$ cat config.mk
export PLATFORM = sky130hd
export DESIGN_NAME = trim_unmap_tracker
export DESIGN_NICKNAME = d
export VERILOG_FILES = /design/src/rtl/trim_pkg.sv /design/src/rtl/trim_entry_parser.sv /design/src/rtl/trim_range_walker.sv /design/src/rtl/trim_map_bitmap.sv /design/src/rtl/trim_unmap_tracker.sv
export SDC_FILE = /design/constraint.sdc
export NUM_CORES = 1
export LEC_CHECK = 0
export BUFFER_PORTS_ARGS = -buffer_cell sky130_fd_sc_hd__buf_4
export CORE_ASPECT_RATIO = 1.75
export CORE_MARGIN = 2
export CORE_UTILIZATION = 60
export DETAILED_ROUTE_END_ITERATION = 8
export PLACE_DENSITY = 0.81
export SLEW_MARGIN = 20
export SYNTH_ARGS = -nofsm -noshare
export SYNTH_HDL_FRONTEND = slang
export SYNTH_HIERARCHICAL = 1
export SYNTH_SLANG_ARGS = --single-unit
$ cat constraint.sdc
create_clock -name clk -period 3.8 [get_ports clk]
set_clock_uncertainty 0.2 [all_clocks]
set_input_delay 0.38 -clock clk [delete_from_list [all_inputs] [get_ports clk]]
set_output_delay 0.38 -clock clk [all_outputs]
set_load 0.05 [all_outputs]
$ cat src/rtl/trim_pkg.sv
`timescale 1ns/1ps
package trim_pkg;

    typedef enum logic [1:0] {
        W_IDLE = 2'd0,
        W_WALK = 2'd1,
        W_DONE = 2'd2
    } walk_state_e;

    typedef struct packed {
        logic [47:0] lba;
        logic [15:0] cnt;
        logic        last;
    } range_entry_t;

endpackage

$ cat src/rtl/trim_entry_parser.sv
`timescale 1ns/1ps
module trim_entry_parser
    import trim_pkg::*;
(
    input  logic         clk,
    input  logic         rst_n,
    input  logic         byte_vld,
    input  logic [7:0]   byte_dat,
    input  logic         byte_last,
    input  logic         accept_ok,
    output logic         byte_rdy,
    output logic         ent_vld,
    output range_entry_t ent
);
    localparam int ENTRY_BYTES = 8;
    localparam int IDX_W       = $clog2(ENTRY_BYTES);

    logic [IDX_W-1:0] idx_q;
    logic [55:0]      hold_q;
    logic             fire;

    assign byte_rdy = accept_ok && !ent_vld;
    assign fire     = byte_vld && byte_rdy;

    always_ff @(posedge clk or negedge rst_n) begin
        if (!rst_n) begin
            idx_q   <= '0;
            hold_q  <= '0;
            ent_vld <= 1'b0;
            ent     <= '0;
        end else begin
            ent_vld <= 1'b0;
            if (fire) begin
                if (idx_q == IDX_W'(ENTRY_BYTES - 1)) begin
                    ent.lba  <= hold_q[47:0];
                    ent.cnt  <= {byte_dat, hold_q[55:48]};
                    ent.last <= byte_last;
                    ent_vld  <= 1'b1;
                    idx_q    <= '0;
                end else begin
                    hold_q[idx_q*8 +: 8] <= byte_dat;
                    idx_q                <= idx_q + 1'b1;
                end
            end
        end
    end
endmodule

$ cat src/rtl/trim_range_walker.sv
`timescale 1ns/1ps
module trim_range_walker
    import trim_pkg::*;
#(
    parameter int LBA_SPACE = 64,
    parameter int LBA_W     = 6,
    parameter int CNT_W     = 32
) (
    input  logic             clk,
    input  logic             rst_n,
    input  logic             ent_vld,
    input  range_entry_t     ent,
    output logic             idle,
    output logic             clr_en,
    output logic [LBA_W-1:0] clr_lba,
    output logic             done,
    output logic [CNT_W-1:0] unmap_cnt,
    output logic [CNT_W-1:0] oor_cnt
);
    localparam logic [48:0] SPACE_END = 49'(LBA_SPACE);

    walk_state_e state_q, state_d;
    logic [48:0] cur_q;
    logic [15:0] rem_q;
    logic        last_q;
    logic        in_rng;

    assign in_rng = cur_q < SPACE_END;

    // next-state and state register
    always_comb begin
        state_d = state_q;
        unique case (state_q)
            W_IDLE: begin
                if (ent_vld) begin
                    if (ent.cnt == 16'd0) state_d = ent.last ? W_DONE : W_IDLE;
                    else                  state_d = W_WALK;
                end
            end
            W_WALK: begin
                if (!in_rng || rem_q == 16'd1) state_d = last_q ? W_DONE : W_IDLE;
            end
            W_DONE:  state_d = W_IDLE;
            default: state_d = W_IDLE;
        endcase
    end

    always_ff @(posedge clk or negedge rst_n) begin
        if (!rst_n) state_q <= W_IDLE;
        else        state_q <= state_d;
    end

    // outputs
    always_comb begin
        idle    = (state_q == W_IDLE);
        clr_en  = (state_q == W_WALK) && in_rng;
        clr_lba = cur_q[LBA_W-1:0];
        done    = (state_q == W_DONE);
    end

    // range position and counters
    always_ff @(posedge clk or negedge rst_n) begin
        if (!rst_n) begin
            cur_q     <= '0;
            rem_q     <= '0;
            last_q    <= 1'b0;
            unmap_cnt <= '0;
            oor_cnt   <= '0;
        end else begin
            if (state_q == W_IDLE && ent_vld) begin
                cur_q  <= {1'b0, ent.lba};
                rem_q  <= ent.cnt;
                last_q <= ent.last;
            end else if (state_q == W_WALK) begin
                if (in_rng) begin
                    cur_q     <= cur_q + 49'd1;
                    rem_q     <= rem_q - 16'd1;
                    unmap_cnt <= unmap_cnt + 1'b1;
                end else begin
                    oor_cnt <= oor_cnt + CNT_W'(rem_q);
                    rem_q   <= '0;
                end
            end
        end
    end
endmodule

$ cat src/rtl/trim_map_bitmap.sv
`timescale 1ns/1ps
module trim_map_bitmap #(
    parameter int LBA_SPACE = 64,
    parameter int LBA_W     = 6,
    parameter int DATA_W    = 32
) (
    input  logic              clk,
    input  logic              rst_n,
    input  logic              clr_en,
    input  logic [LBA_W-1:0]  clr_lba,
    input  logic              set_en,
    input  logic [LBA_W-1:0]  set_lba,
    input  logic              rd_en,
    input  logic [LBA_W-1:0]  rd_lba,
    input  logic [DATA_W-1:0] rd_stored,
    output logic              rd_valid,
    output logic [DATA_W-1:0] rd_data
);
    localparam logic [LBA_W:0] SPACE_END = (LBA_W+1)'(LBA_SPACE);

    logic [LBA_SPACE-1:0] map_q, map_d;
    logic                 hit;

    // clearing by the walk takes priority over a host write
    for (genvar i = 0; i < LBA_SPACE; i++) begin : g_bit
        assign map_d[i] = (clr_en && clr_lba == LBA_W'(i)) ? 1'b0 :
                          (set_en && set_lba == LBA_W'(i)) ? 1'b1 : map_q[i];
    end

    assign hit = ({1'b0, rd_lba} < SPACE_END) && map_q[rd_lba];

    always_ff @(posedge clk or negedge rst_n) begin
        if (!rst_n) begin
            map_q    <= '0;
            rd_valid <= 1'b0;
            rd_data  <= '0;
        end else begin
            map_q    <= map_d;
            rd_valid <= rd_en;
            rd_data  <= (rd_en && hit) ? rd_stored : '0;
        end
    end
endmodule

$ cat src/rtl/trim_unmap_tracker.sv
`timescale 1ns/1ps
module trim_unmap_tracker
    import trim_pkg::*;
#(
    parameter int  LBA_SPACE = 64,
    parameter int  DATA_W    = 32,
    parameter int  CNT_W     = 32,
    localparam int LBA_W     = $clog2(LBA_SPACE)
) (
    input  logic              clk,
    input  logic              rst_n,
    input  logic              pl_valid,
    input  logic [7:0]        pl_byte,
    input  logic              pl_last,
    output logic              pl_ready,
    input  logic              wr_en,
    input  logic [LBA_W-1:0]  wr_lba,
    input  logic              rd_en,
    input  logic [LBA_W-1:0]  rd_lba,
    input  logic [DATA_W-1:0] rd_stored,
    output logic              rd_valid,
    output logic [DATA_W-1:0] rd_data,
    output logic              cmd_done,
    output logic [CNT_W-1:0]  unmap_count,
    output logic [CNT_W-1:0]  oor_count
);
    logic             ent_vld;
    range_entry_t     ent;
    logic             walk_idle;
    logic             clr_en;
    logic [LBA_W-1:0] clr_lba;

    trim_entry_parser parser_i (
        .clk       (clk),
        .rst_n     (rst_n),
        .byte_vld  (pl_valid),
        .byte_dat  (pl_byte),
        .byte_last (pl_last),
        .accept_ok (walk_idle),
        .byte_rdy  (pl_ready),
        .ent_vld   (ent_vld),
        .ent       (ent)
    );

    trim_range_walker #(
        .LBA_SPACE (LBA_SPACE),
        .LBA_W     (LBA_W),
        .CNT_W     (CNT_W)
    ) walker_i (
        .clk       (clk),
        .rst_n     (rst_n),
        .ent_vld   (ent_vld),
        .ent       (ent),
        .idle      (walk_idle),
        .clr_en    (clr_en),
        .clr_lba   (clr_lba),
        .done      (cmd_done),
        .unmap_cnt (unmap_count),
        .oor_cnt   (oor_count)
    );

    trim_map_bitmap #(
        .LBA_SPACE (LBA_SPACE),
        .LBA_W     (LBA_W),
        .DATA_W    (DATA_W)
    ) bitmap_i (
        .clk       (clk),
        .rst_n     (rst_n),
        .clr_en    (clr_en),
        .clr_lba   (clr_lba),
        .set_en    (wr_en),
        .set_lba   (wr_lba),
        .rd_en     (rd_en),
        .rd_lba    (rd_lba),
        .rd_stored (rd_stored),
        .rd_valid  (rd_valid),
        .rd_data   (rd_data)
    );
endmodule

# After elaboration in Yosys (flattened, before gate mapping)
# Index checks and enable logic that the tools add are counted.
# W data, S select, Z words.
[word_totals] out_inout_bits=99 word_cells=582 ff_bits=354
[classes] shift=2 bitwise_logic=3 n_reduce_logical=212 order_cmp=2 muxes=147 eq_ne=132 addsub=6
[ops] op="$eq A6 B6 Y1 const B" n=64
[ops] op="$eq A6 B5 Y1 const B" n=32
[ops] op="$mux W49" n=3
[ops] op="$logic_and A1 B1 Y1" n=133
[ops] op="$reduce_bool A2 Y1" n=66
[ops] op="$mux W1" n=131
[ops] op="$eq A6 B4 Y1 const B" n=16
[ops] op="$bwmux W56" n=1
[ops] op="$shift A8 B34 Y56 const A" n=1
[ops] op="$shiftx A8 B34 Y56" n=1
[ops] op="$add A49 B1 Y49 const B" n=1
[ops] op="$lt A49 B7 Y1 const B" n=1
[ops] op="$eq A6 B3 Y1 const B" n=8
[ops] op="$mux W16" n=3
[ops] op="$neg A6 Y34" n=1
[ops] op="$add A32 B1 Y32 const B" n=1
[ops] op="$add A32 B16 Y32" n=1
[ops] op="$mux W32" n=1
[ops] op="$eq A6 B2 Y1 const B" n=4
[ops] op="$eq A16 B1 Y1 const B" n=1
[ops] op="$logic_not A16 Y1" n=1
[ops] op="$sub A16 B1 Y16 const B" n=1
[ops] op="$eq A6 B1 Y1 const B" n=2
[ops] op="$logic_not A6 Y1" n=2
[ops] op="other kinds (17)" n=28

# Longest topological paths before layout
# Gate-level depths: netlist (run 1).
[depth] word_depth=5 depth_mapped=9 ltp_nobuf=8

# By module
# The synthesis (run 1) kept the hierarchy.
[by_module_without_submodules] mod="trim_range_walker" area_each_um2=6722.7 cells_each=721 n_inst=1
[by_module_without_submodules] mod="trim_entry_parser" area_each_um2=4988.5 cells_each=303 n_inst=1
[by_module_without_submodules] mod="trim_map_bitmap" area_each_um2=4939.7 cells_each=484 n_inst=1

# Worst setup path after synthesis (run 1)
# No wires, ideal clock.
[synth_path] path_type="reg2reg" start="register walker_i.oor_cnt[9]" end="register walker_i.oor_cnt[28]" synth_period_minus_slack_ns=2.802 setup_time_ns=0.144 setup_slack_ns=0.998 stages_incl_launch_ff=9 arrival_ns=2.458 path_cell_list="dfrtp_1 -> ha_1 -> clkbuf_1 -> and3_1 -> a211o_1 -> and3b_1 -> o41ai_4 -> nor3_1 -> xor2_1"
[synth_via] elab_chain_len=1
[synth_lines] item="start, declared" line_no="trim_range_walker.sv:18" rtl="output logic [CNT_W-1:0] oor_cnt"
[synth_lines] item="start signal, assigned" line_no="trim_range_walker.sv:80" rtl="oor_cnt <= oor_cnt + CNT_W'(rem_q);"
[synth_lines] item="$add A32 B16 Y32" line_no="trim_range_walker.sv:80"
# No other way between the ends.
# A chain may end at the register's enable or synchronous reset.

# Final worst setup path (run 1)
[layout_path] start="register walker_i.cur_q[43]" end="register walker_i.unmap_cnt[31]"
[layout_via] elab_chain_len=2
[layout_lines] item="start, declared" line_no="trim_range_walker.sv:23" rtl="logic [48:0] cur_q;"
[layout_lines] item="start signal, assigned" line_no="trim_range_walker.sv:71" rtl="cur_q <= {1'b0, ent.lba};"
[layout_lines] item="start signal, assigned" line_no="trim_range_walker.sv:76" rtl="cur_q <= cur_q + 49'd1;"
[layout_lines] item="$lt A49 B7 Y1" line_no="trim_range_walker.sv:28" rtl="assign in_rng = cur_q < SPACE_END;"
[layout_lines] item="$reduce_and A3 Y1 (no source line)"
[layout_lines] item="end signal, assigned" line_no="trim_range_walker.sv:78" rtl="unmap_cnt <= unmap_cnt + 1'b1;"
[layout_lines] item="end, declared" line_no="trim_range_walker.sv:17" rtl="output logic [CNT_W-1:0] unmap_cnt,"
# No other way between the ends.

==> flow_metrics.py, run 1 <==
metrics = {
    "setup_path": {
        "path_cells": "nor4_1, and4_2, nand4_4, buf_4, nor3_1, nand4_1, xnor2_1",
        "crit_path_end_kind": "flip-flop",
        "cp_top_family": "simple AND/OR/NAND/NOR gates",
        "crit_path_top_delay_cell": "nor3_1",
        "critPathArrivalTime_ns": 3.20,
        "cp.required_ns": 4.06,
        "r2r-start": "walker_i/cur_q[43]",
        "r2r_slack_ns": 0.86,
        "slowest_delay_ns": 0.72,
        "crit_path_max_fanout": 18,
        "critical_path_class": "reg2reg",
        "critical_path_buf_inv_count": 1,
        "crit_start": "walker_i/cur_q[43]",
        "crit_path_start_kind": "flip-flop",
    },
    "run": {
        "cap_violations": 0,
    },
    "placed_design": {
        "dpl.cell_count": 1965,
        "dp_hpwl_um": 27800,
        "pre_cts_slack_ns": 0.911,
        "portBuffers": 156,
        "gp_congestion": 0.885,
    },
    "clocking": {
        "cts_tree": "done",
        "htreeDepth": 1,
        "cts_made_buffers": 31,
        "worstSkewPairLatency_ns": 0.58,
        "root_buffer": "clkbuf_16",
        "numClockSinks": 354,
        "clkTransAtPathRegs_ns": 0.06,
        "cts_resized": 0,
        "cts_buffer_depth": 3,
    },
    "route": {
        "first_pass_iters": 6,
        "ant_nets": 0,
        "drc": 0,
        "wire_per_inst_um": 20.1,
        "initialDrtViolationCount": 1026,
        "vias": 12900,
        "viasPerCell": 6.25,
        "totalWireLength_um": 41300,
    },
    "timing": {
        "maxSlewHeadroom": 0.366,
        "finalCriticalPeriod_ns": 2.94,
        "tns_ns": 0,
        "post-route-period-util": 0.774,
        "drv_slew": 0,
        "hold_viol": 0,
        "worst_pin_slew_ns": 0.951,
        "finalSetupViolCount": 0,
        "setup_slack_ns": 0.861,
        "clock.fmax_mhz": 340,
        "rsz0062_at_grt": "no",
    },
    "logic_synthesis": {
        "synth_edf_count": 0,
        "ys_types": 76,
        "syn_nets": 1592,
        "yosysSeqAreaShare": 0.532,
        "ys_ff_latch": 354,
        "synth_area_leaders": "dfrtp_1 53%, mux2_2 8.8%, nand2_1 5.3%",
        "ys_warn_count": 6,
        "synthFlopType": "dfrtp_1",
        "syn_avg_cell_area_um2": 11.0,
        "async_flop_share": 1.00,
        "synth.top_cell.area_share": 0.532,
        "yosysTopAreaCell": "dfrtp_1",
        "syn-cell-area_mm2": 0.0167,
        "syn_inst": 1508,
    },
    "finish": {
        "nets": 1756,
        "regArea_mm2": 0.00886,
        "antenna_cells": 0,
        "final_util": 0.710,
        "fillers": 1962,
        "multi_input_area_mm2": 0.00729,
        "syn_to_final_growth_pct": 16.6,
        "drive_above_1_share": 0.230,
        "stdcell_count": 2059,
    },
    "global_route": {
        "track_usage": 0.286,
        "antenna_found_initial": 0,
        "first_global_vias": 13100,
        "grt_pass1_wl_um": 66600,
        "grt_max_degree": 96,
        "gr-total-overflow": 0,
    },
    "die": {
        "die_w_um": 130,
        "dieArea_mm2": 0.0292,
        "start_util": 0.609,
        "fp.dieH_um": 224,
        "rows": 80,
        "core-area_mm2": 0.0273,
        "io_pins": 157,
    },
    "pwr": {
        "p_leak_nw": 9.26,
        "peakVddDrop_uv": 612,
        "powerDensity_mw_per_mm2": 667,
    },
    "run_status": {
        "outcome": "finished clean",
    },
    "hold_path": {
        "min_from": "pl_valid",
        "hp-class": "in2reg",
    },
}
## kinds of logic (layout without fill, tap and decap cells)
group                      Yosys count  count (layout)  synth area share
xor gates and xnor gates            58              58            0.0305
adders and majority gates           26              26            0.0200
AOI/OAI and AO/OA                  315             315             0.126
DFF                                354             354             0.532
and+or+nand+nor                    502             502             0.148
buffers and inverters              104             286            0.0313
muxes                              149             149             0.112
## per-layer routing
metal  track usage  vias to the layer above  routed length [µm]
met2         0.521                      525               22500
met1         0.332                     6422               15000
met3        0.0333                      124                2040
met4         0.130                        0                1740
met5             0                        -                   0
li1              -                     5789                   -
## area by class of cell
class	instances	area share
clock buffer	46	0.0470
clock inverter	5	0.00290
inverter	18	0.00348
multi-input combinational	1050	0.375
sequential	354	0.456
tap	369	0.0238
timing repair buffer	217	0.0911
## synth_stat cells (all sizes together), types with 5 or more instances
cell type	instances
nor2	53
ha	25
nand4	16
inv	17
a21oi	145
nor3	37
a31oi	5
o311ai	5
nand3	23
xnor2	32
nor4	23
nor2b	10
a22oi	5
o211ai	7
and3	14
buf	37
a221o	6
mux4	16
and4	12
o221ai	34
a21o	9
nand2	233
xor2	26
dfrtp	354
and2	46
clkbuf	49
o21ai	40
o32ai	32
nand2b	13
mux2	131
## power breakdown
part	switching (mW)	leakage (nW)	internal, mW
combinational	2.46	4.11	1.72
sequential	0.850	4.68	4.85
clock	1.36	0.474	1.71
## final timing paths
path | to | depth (start not counted)
worst max-delay path | walker_i/unmap_cnt[31] | 7
worst min-delay path | parser_i/idx_q[1] | 3
worst max register to register | walker_i/unmap_cnt[31] | 7
worst min register to register | walker_i/cur_q[14] | 2
max in group asynchronous | parser_i/hold_q[44] | 3
min in group asynchronous | walker_i/oor_cnt[25] | 2
## tightest hold or removal path: stages
cell and delay, ns:
buf_4 0.12, nand3b_1 0.14, o21ai_0 0.10
## repair_timing
item                      CTS  global route
buffers inserted            0             0
hold buffers               43             0
hold endpoints to repair  147             0
## sequential cells by signal, indices dropped and copies added (netlist names)
register	count
bitmap_i/map_q	64
bitmap_i/rd_data	32
bitmap_i/rd_valid	1
parser_i/ent	65
parser_i/ent_vld	1
parser_i/hold_q	56
parser_i/idx_q	3
walker_i/cur_q	49
walker_i/last_q	1
walker_i/oor_cnt	32
walker_i/rem_q	16
walker_i/state_q	2
walker_i/unmap_cnt	32
## stage by stage
| stage | hold slack (ns) | cell area [µm²] | total power, mW |
|---|---|---|---|
| 2_1_floorplan | -0.116 | 16700 | 8.60 |
| 3_3_place_gp | 0.242 | 18000 | 9.61 |
| 3_5_place_dp | 0.246 | 18000 | 9.81 |
| 4_1_cts | 0.00733 | 19400 | 13.0 |
| 5_1_grt | 0.0437 | 19400 | 13.6 |
| 6_report | 0.0155 | 19400 | 12.9 |
## cell usage in the layout, fill, tap and decap left out, drive strengths merged, types with 3 or more instances in the layout
master	n
nor3b	3
inv	18
a22oi	5
dlygate4sd3	43
and3b	3
and3	14
o311ai	5
nor3	37
mux4	16
and2b	3
nand2b	13
mux2	131
o32ai	32
and2	46
clkbuf	46
o221ai	34
o21ai	40
a31oi	5
clkinv	3
nand2	233
nand3	23
ha	25
a221o	6
o211ai	7
and4	12
a32oi	3
buf	174
nor2b	10
nor4	23
dfrtp	354
o21a	3
nand4	16
xor2	26
xnor2	32
nor2	53
a21o	9
o2111ai	3
a21oi	145
or2	4
Note: power is estimated with default switching activity, not from simulation.
==> run 2, diff against run 1 <==
clock period = 3.1 ns   (was 3.8 ns; I/O delays follow)
==> flow_metrics.py, run 2 (synthesis results as in run 1) <==
metrics = {
    "setup_path": {
        "cp_top_family": "simple AND/OR/NAND/NOR gates",
        "path_cells": "ha_1, and3_1, nand2_1, nor4b_1, o41ai_4, nor3_1, xor2_1",
        "endpoint": "walker_i/oor_cnt[28]",
        "cp_num_cells": 7,
        "r2r-end": "walker_i/oor_cnt[28]",
        "crit_path_start_kind": "flip-flop",
        "crit_start": "walker_i/oor_cnt[10]",
        "rr_worst_depth": 7,
        "crit_path_max_fanout": 7,
        "slowest_delay_ns": 0.67,
        "critical_path_class": "reg2reg",
        "crit_path_end_kind": "flip-flop",
        "cp.required_ns": 3.39,
        "critPathArrivalTime_ns": 3.11,
        "crit_path_top_delay_cell": "nor4b_1",
        "r2r_slack_ns": 0.29,
        "r2r-start": "walker_i/oor_cnt[10]",
        "critical_path_buf_inv_count": 0,
    },
    "timing": {
        "maxSlewHeadroom": 0.468,
        "rsz0062_at_grt": "no",
        "post-route-period-util": 0.908,
        "drv_slew": 0,
        "clock.fmax_mhz": 355,
        "finalCriticalPeriod_ns": 2.81,
        "finalSetupViolCount": 0,
        "hold_viol": 0,
        "worst_pin_slew_ns": 0.798,
        "setup_slack_ns": 0.286,
        "tns_ns": 0,
    },
    "finish": {
        "layout_commonest_cell": "dfrtp_1",
        "nets": 1782,
        "syn_to_final_growth_pct": 18.3,
        "fillers": 1920,
        "largest_register_ffs": 65,
        "final_util": 0.721,
        "antenna_cells": 0,
        "top_register": "parser_i/ent",
        "reg_top3": "parser_i/ent x65, bitmap_i/map_q x64, parser_i/hold_q x56",
        "mostFrequentLayoutCells": "354 x dfrtp_1, 233 x nand2_1, 186 x buf_4",
        "drive_above_1_share": 0.239,
        "stdcell_count": 2087,
    },
    "clocking": {
        "worstSkewPairLatency_ns": 0.57,
        "cts_tree": "done",
        "root_buffer": "clkbuf_16",
        "cts_made_buffers": 30,
        "cts_buffer_depth": 3,
        "htreeDepth": 1,
        "clkTransAtPathRegs_ns": 0.07,
        "numClockSinks": 354,
        "postCtsSetupBuffers": 0,
    },
    "route": {
        "vias": 13000,
        "wire_per_inst_um": 20.7,
        "ant_nets": 0,
        "totalWireLength_um": 43200,
        "wl_met1_um": 15600,
        "wl_met3_um": 2170,
        "viasPerCell": 6.23,
        "top_layer": "met4",
        "initialDrtViolationCount": 912,
        "drc": 0,
        "first_pass_iters": 5,
        "met2_length_um": 23100,
    },
    "pwr": {
        "p_leak_nw": 9.44,
        "p_int_mw": 10.3,
        "power.share.clock": 0.239,
        "switchingPower_mw": 5.79,
        "seq_power_share": 0.433,
        "switching_share": 0.361,
        "peakVddDrop_uv": 743,
        "p_comb_frac": 0.328,
        "powerDensity_mw_per_mm2": 815,
    },
    "die": {
        "core-area_mm2": 0.0273,
        "die_w_um": 130,
        "fp.dieH_um": 224,
        "start_util": 0.609,
        "dieArea_mm2": 0.0292,
        "io_pins": 157,
        "rows": 80,
    },
    "placed_design": {
        "dpl.cell_count": 1984,
        "portBuffers": 156,
        "gp_congestion": 0.920,
        "pre_cts_slack_ns": 0.198,
        "dp_hpwl_um": 29100,
    },
    "run_status": {
        "outcome": "finished clean",
    },
    "global_route": {
        "gr-total-overflow": 0,
        "antenna_found_initial": 0,
        "grt_pass1_wl_um": 68900,
        "first_global_vias": 13600,
        "track_usage": 0.299,
        "grt_max_degree": 100,
    },
    "hold_path": {
        "hp-class": "in2reg",
    },
    "run": {
        "cap_violations": 0,
    },
}
-- run 2: cell types whose count changed in the layout (fill, tap and decap cells not counted), sizes merged --
| cell | previous run | this run |
|---|---|---|
| clkinv | 3 | 10 |
| dlygate4sd3 | 43 | 51 |
| clkbuf | 46 | 40 |
| inv | 18 | 17 |
| clkinvlp | 1 | 0 |
| bufinv | 1 | 3 |
| buf | 174 | 193 |
-- run 2: power groups by stage --
stage          combinational (mW)  clock, mW  sequential [mW]
3_5_place_dp                 5.14          0             7.01
4_1_cts                      5.23       3.88             6.93
5_1_grt                      5.71       4.06             7.12
2_1_floorplan                3.44          0             7.09
3_3_place_gp                 4.96          0             6.91
6_report                     5.27       3.83             6.95
-- run 2: how the worst min path moves through the flow --
stage	cells past startpoint	startpoint	endpoint	slack, ns
global placement	1	rst_n	walker_i/oor_cnt[22]	0.20
CTS	5	wr_lba[4]	bitmap_i/map_q[34]	0.07
finish	5	wr_lba[4]	bitmap_i/map_q[34]	0.10
global route	5	wr_lba[4]	bitmap_i/map_q[41]	0.09
floorplan	0	rst_n	bitmap_i/map_q[0]	-0.19
detailed placement	1	rst_n	walker_i/oor_cnt[22]	0.20
-- run 2: per-stage QoR --
stage	hold slack [ns]	area, µm²	total power [mW]
3_3_place_gp	0.203	18200	11.9
3_5_place_dp	0.195	18200	12.1
4_1_cts	0.0722	19700	16.0
2_1_floorplan	-0.186	16700	10.5
6_report	0.105	19700	16.1
5_1_grt	0.0905	19700	16.9
-- run 2: repair_timing --
action / CTS / global route
resized for setup: 0 / 1
hold endpoints to repair: 170 / 0
endpoints found under the setup margin: 0 / 2
hold buffers: 51 / 0
-- run 2: area by class of cell --
cell class | instances | area (µm²) | area share
clock buffers | 40 | 850 | 0.0431
flip-flops and latches | 354 | 8860 | 0.450
inverters | 18 | 67.6 | 0.00343
clock inverters | 12 | 135 | 0.00686
multi-input cells | 1050 | 7290 | 0.370
repair buffers | 244 | 2040 | 0.104
well taps | 369 | 462 | 0.0234
-- run 2: worst reg2reg max path, stage by stage (launching register included) --
cell     delay [ns]
dfrtp_1        0.43
ha_1           0.43
and3_1         0.26
nand2_1        0.13
nor4b_1        0.67
o41ai_4        0.20
nor3_1         0.27
xor2_1         0.17
-- run 2: metal layers --
layer | up-vias | GRT usage
li1 | 5817 | -
met1 | 6490 | 0.341
met4 | 0 | 0.167
met2 | 541 | 0.535
met5 | - | 0
met3 | 158 | 0.0362
